File: src/rtl/sdes7_pkg.sv
package sdes7_pkg;

    localparam int NLANE  = 4;
    localparam int NSLOT  = 7;
    localparam int NOUT   = NLANE * NSLOT;
    localparam int SLOT_W = $clog2(NSLOT);

    // Clock lane value per slot, bit s = slot s (slots 0..6 = 1,1,0,0,0,1,1)
    localparam logic [NSLOT-1:0] CLK_PATTERN = 7'b1100011;

    // Slots after whose sampling edge the output clock is high
    localparam int HI_FIRST = 1;
    localparam int HI_LAST  = 4;

    typedef enum logic [1:0] {
        ST_HUNT   = 2'd0,
        ST_FILL   = 2'd1,
        ST_RUN    = 2'd2
    } frame_state_e;

    // Output bit fed by a given lane and serial slot
    function automatic int unsigned out_index(input int unsigned lane, input int unsigned slot);
        case (lane * NSLOT + slot)
            0:  return 7;   1:  return 6;   2:  return 4;   3:  return 3;
            4:  return 2;   5:  return 1;   6:  return 0;
            7:  return 18;  8:  return 15;  9:  return 14;  10: return 13;
            11: return 12;  12: return 9;   13: return 8;
            14: return 26;  15: return 25;  16: return 24;  17: return 22;
            18: return 21;  19: return 20;  20: return 19;
            21: return 23;  22: return 17;  23: return 16;  24: return 11;
            25: return 10;  26: return 5;   27: return 27;
            default: return 0;
        endcase
    endfunction

endpackage

File: src/rtl/sdes7_lane_shift.sv
module sdes7_lane_shift #(
    parameter int WIDTH = 7
) (
    input  logic             clk,
    input  logic             rst_n,
    input  logic             din,
    output logic [WIDTH-1:0] word
);

    // Oldest sample ends up in the MSB after WIDTH edges
    always_ff @(posedge clk or negedge rst_n) begin
        if (!rst_n) begin
            word <= '0;
        end else begin
            word <= {word[WIDTH-2:0], din};
        end
    end

endmodule

File: src/rtl/sdes7_frame_fsm.sv
module sdes7_frame_fsm
    import sdes7_pkg::*;
(
    input  logic clk,
    input  logic rst_n,
    input  logic clk_lane,
    output logic xfer,
    output logic frame_clk,
    output logic lock_lost
);

    localparam logic [SLOT_W-1:0] SLOT_LAST = SLOT_W'(NSLOT - 1);

    frame_state_e      state, state_nxt;
    logic [SLOT_W-1:0] slot, slot_nxt;
    logic [1:0]        hist;
    logic              match;
    logic              boundary;
    logic              aligned;

    assign match    = (clk_lane == CLK_PATTERN[slot]);
    assign boundary = (hist == 2'b01) && clk_lane;
    assign aligned  = (state != ST_HUNT);
    assign xfer     = (state == ST_RUN) && (slot == '0);

    // State register
    always_ff @(posedge clk or negedge rst_n) begin
        if (!rst_n) begin
            state <= ST_HUNT;
            slot  <= '0;
            hist  <= 2'b11;
        end else begin
            state <= state_nxt;
            slot  <= slot_nxt;
            hist  <= {hist[0], clk_lane};
        end
    end

    // Next state and slot counter
    always_comb begin
        state_nxt = state;
        slot_nxt  = '0;
        unique case (state)
            ST_HUNT: begin
                if (boundary) begin
                    state_nxt = ST_FILL;
                end
            end
            ST_FILL: begin
                if (!match) begin
                    state_nxt = ST_HUNT;
                end else if (slot == SLOT_LAST) begin
                    state_nxt = ST_RUN;
                end else begin
                    slot_nxt = slot + 1'b1;
                end
            end
            ST_RUN: begin
                if (!match) begin
                    state_nxt = ST_HUNT;
                end else if (slot != SLOT_LAST) begin
                    slot_nxt = slot + 1'b1;
                end
            end
            default: begin
                state_nxt = ST_HUNT;
            end
        endcase
    end

    // Registered outputs
    always_ff @(posedge clk or negedge rst_n) begin
        if (!rst_n) begin
            frame_clk <= 1'b0;
            lock_lost <= 1'b0;
        end else begin
            frame_clk <= aligned && match &&
                         (int'(slot) >= HI_FIRST) && (int'(slot) <= HI_LAST);
            if (aligned && !match) begin
                lock_lost <= 1'b1;
            end
        end
    end

endmodule

File: src/rtl/quad_deser7.sv
module quad_deser7
    import sdes7_pkg::*;
(
    input  logic            clk_bit,
    input  logic            run_n,
    input  logic [3:0]      lane_in,
    input  logic            clk_lane,
    output logic [27:0]     par_out,
    output logic            frame_clk,
    output logic            frame_valid,
    output logic            lock_lost
);

    logic [NSLOT-1:0] lane_word [NLANE];
    logic [NOUT-1:0]  remap;
    logic             xfer;

    for (genvar l = 0; l < NLANE; l++) begin : g_lane
        sdes7_lane_shift #(.WIDTH(NSLOT)) u_shift (
            .clk   (clk_bit),
            .rst_n (run_n),
            .din   (lane_in[l]),
            .word  (lane_word[l])
        );
        for (genvar s = 0; s < NSLOT; s++) begin : g_slot
            localparam int unsigned IX = out_index(l, s);
            assign remap[IX] = lane_word[l][NSLOT-1-s];
        end
    end

    sdes7_frame_fsm u_fsm (
        .clk       (clk_bit),
        .rst_n     (run_n),
        .clk_lane  (clk_lane),
        .xfer      (xfer),
        .frame_clk (frame_clk),
        .lock_lost (lock_lost)
    );

    always_ff @(posedge clk_bit or negedge run_n) begin
        if (!run_n) begin
            par_out     <= '0;
            frame_valid <= 1'b0;
        end else if (xfer) begin
            par_out     <= remap;
            frame_valid <= 1'b1;
        end
    end

endmodule

File: config.mk
export PLATFORM = sky130hd
export DESIGN_NAME = quad_deser7
export DESIGN_NICKNAME = d
export VERILOG_FILES = /design/src/rtl/sdes7_pkg.sv /design/src/rtl/sdes7_lane_shift.sv /design/src/rtl/sdes7_frame_fsm.sv /design/src/rtl/quad_deser7.sv
export SDC_FILE = /design/constraint.sdc
export NUM_CORES = 1
export LEC_CHECK = 0
export ABC_AREA = 1
export BUFFER_PORTS_ARGS = -buffer_cell sky130_fd_sc_hd__buf_2
export CAP_MARGIN = 20
export CORE_UTILIZATION = 55
export DETAILED_ROUTE_END_ITERATION = 10
export PLACE_DENSITY = 0.74
export SYNTH_ARGS = -nofsm -noshare
export SYNTH_HDL_FRONTEND = slang
export SYNTH_SLANG_ARGS = --single-unit
File: constraint.sdc
create_clock -name clk_bit -period 4.1 [get_ports clk_bit]
set_clock_uncertainty 0.1 [all_clocks]
set_input_delay 0.615 -clock clk_bit [delete_from_list [all_inputs] [get_ports clk_bit]]
set_output_delay 0.615 -clock clk_bit [all_outputs]
set_load 0.02 [all_outputs]
==> metrics.cfg <==
[outcome]
status = finished clean

[clocking]
clkTransAtPathRegs_ps = 70
cts_tree = done
clock_path_buffers = 2
ctsHtreeMaxLevel = 3
worst_skew_pair.late_latency_ps = 330
ctsHoldBuffers = 0
postCtsResizedCells = 0
cts_buffers = 9
cts_setup_buffers = 0
root_buffer = clkbuf_8
cts_sinks = 66

[route]
route.detailed.drc = 0
drt_iter0_drc = 87
wl_per_cell_um = 14.6
vias = 1296
detail_route.first_pass.iterations = 4
ant_nets = 0
viasPerCell = 5.20
wirelength_um = 3630

[timing]
finalCriticalPeriod_ps = 1910
final-setup-viol-count = 0
fmax_mhz = 523
post-route-period-util_pct = 46.6
hold_violations = 0
relSlewSlack_pct = 48.2
rsz0062_at_grt = false
setup-tns-final_ps = 0
max_slew.worst_pin.slew_ps = 774
finalMaxSlewViolations = 0

[pwr]
power_switching_mw = 0.287
clock_power_share_pct = 46.4
power.density_mw_per_mm2 = 506
intPower_mw = 1.12
swShare_pct = 20.4
combPwrFrac_pct = 4.9
peakVddDrop_v = 0.000300
power_frac_seq_pct = 48.8
p_leak_nw = 1.50

[synth]
seq_area_frac_synth_pct = 72.2
netlist_area_mm2 = 0.00229
yosys_warnings = 0
synth_nets = 157
avgSynthCellArea_um2 = 15.6
synth.distinct_cells = 20
synthCells = 147
ys_seq_elements = 66

[global_routing]
antenna_found_initial = 0
grt_first_pass_wirelength_um = 5930
grt_pass1_vias = 1283
grt_start_max_net_pins = 52
grt_use_total_pct = 19.7
grt-ovfl-total = 0

[setup_path]
critPathKind = reg -> reg
critPathArrivalTime_ps = 2030
startpoint_type = flip-flop
cp_max_fo = 29
cp-end-kind = flip-flop
crit_required_ps = 4220

[placement]
dpl.cell_count = 232
io_buffers = 37
dp_hpwl_um = 2270
place_congestion = 0.762

[final_layout]
nFillCells = 261
syn_to_final_growth_pct = 21.5
layout.cells.non_filler = 249
antennaDiodeCount = 0
final_common_cell = dfrtp_1
layout_common_cells = 64 x dfrtp_1, 37 x buf_2, 19 x mux2_2
multi_input_area_um2 = 574
drive_gt1_share_pct = 44.7
seqCellArea_mm2 = 0.00165
fin_nets = 204

[floorplan]
die_w_um = 66.5
start_util_pct = 57.2
die_area_mm2 = 0.00442
rows = 23
core_area_mm2 = 0.00400
fp.dieH_um = 66.5
io_pins = 38

[flow_run]
cap_violations = 0

[hold_path]
hp-class = in -> async

==> worst max-delay path: stages (launching register included) <==
cell and delay, ps:
dfrtp_1 380, inv_1 70, ha_1 240, nand2_2 580, mux2_2 410
==> cell type report <==
type                    instances  area share, %
multi-input cells              69           20.6
flip-flops and latches         66           59.5
well taps                      50           2.25
clock buffers                  12           5.22
clock inverters                 4           3.55
repair buffers                 39           7.65
inverters                       9           1.21
==> metrics by stage <==
stage / power (mW) / setup WS, ps / utilization (%) / area (um2) / hold slack (ps)
floorplan: 0.731 / 2590 / - / 2290 / 219
global placement: 0.753 / 2270 / 62.9 / 2520 / 251
detailed placement: 0.762 / 2180 / 62.9 / 2520 / 259
CTS: 1.42 / 2160 / 69.0 / 2760 / 262
global route: 1.46 / 2090 / 69.5 / 2780 / 41.0
finish: 1.41 / 2190 / 69.5 / 2780 / 51.4
==> final timing paths <==
check                                      startpoint                                  end  slack, ps  cells after the start
min in group clk_bit          u_fsm.hist[0]$_DFF_PN1_              u_fsm.hist[1]$_DFF_PN1_        260                      0
max in group asynchronous                       run_n              u_fsm.hist[0]$_DFF_PN1_       3010                      3
hold / removal                                  run_n  g_lane[3].u_shift.word[5]$_DFF_PN0_         50                      1
setup / recovery           u_fsm.state[0]$_DFFE_PN0P_               par_out[7]$_DFFE_PN0P_       2190                      4
hold reg to reg               u_fsm.hist[0]$_DFF_PN1_              u_fsm.hist[1]$_DFF_PN1_        260                      0
setup reg to reg           u_fsm.state[0]$_DFFE_PN0P_               par_out[7]$_DFFE_PN0P_       2190                      4
==> synthesized netlist by cell type <==
master / n / area, um2
nand2_2: 2 / 12.5
nor2_4: 1 / 11.3
buf_2: 1 / 5.00
mux2_4: 9 / 135
nor3_1: 2 / 10.0
or2_2: 1 / 6.26
inv_1: 7 / 26.3
ha_1: 3 / 37.5
dfrtp_1: 64 / 1600
nand2_1: 12 / 45.0
buf_6: 2 / 22.5
o21bai_1: 1 / 7.51
dfstp_2: 2 / 52.6
nand4_1: 3 / 18.8
inv_2: 2 / 7.51
o21ai_0: 1 / 5.00
nor2_1: 7 / 26.3
nand3_1: 6 / 30.0
mux2_2: 19 / 214
nor3b_1: 2 / 15.0
==> metal layers <==
metal  share of wire [%]  wire length (um)  track usage (%)
met5                   0                 0                0
met4                 2.8               101             12.5
met3                 7.8               282             9.93
met2                  46              1660             28.1
met1                  44              1590             23.7
==> cell families after synthesis <==
logic type / count (synthesis) / synth area share, %
flops: 66 / 72.2
simple gates: 36 / 7.65
fa+ha+maj: 3 / 1.64
buf+inv: 12 / 2.68
mux: 28 / 15.2
compound gates: 2 / 0.546
==> power by group through the flow <==
stage | logic [mW] | clock network [mW] | registers [mW]
after floorplan | 0.0367 | 0 | 0.694
after global placement | 0.0584 | 0 | 0.695
after detailed placement | 0.0646 | 0 | 0.697
after CTS | 0.0652 | 0.669 | 0.685
after global routing | 0.0783 | 0.699 | 0.687
final | 0.0688 | 0.652 | 0.685
==> state kept, by name, summed over array words and instances, names as in the netlist <==
name,flops
g_lane.u_shift.word,28
u_fsm.hist,2
u_fsm.slot,3
u_fsm.frame_clk,1
frame_valid,1
u_fsm.lock_lost,1
u_fsm.state,2
par_out,28
No activity file was read; power rests on OpenSTA's default activity.
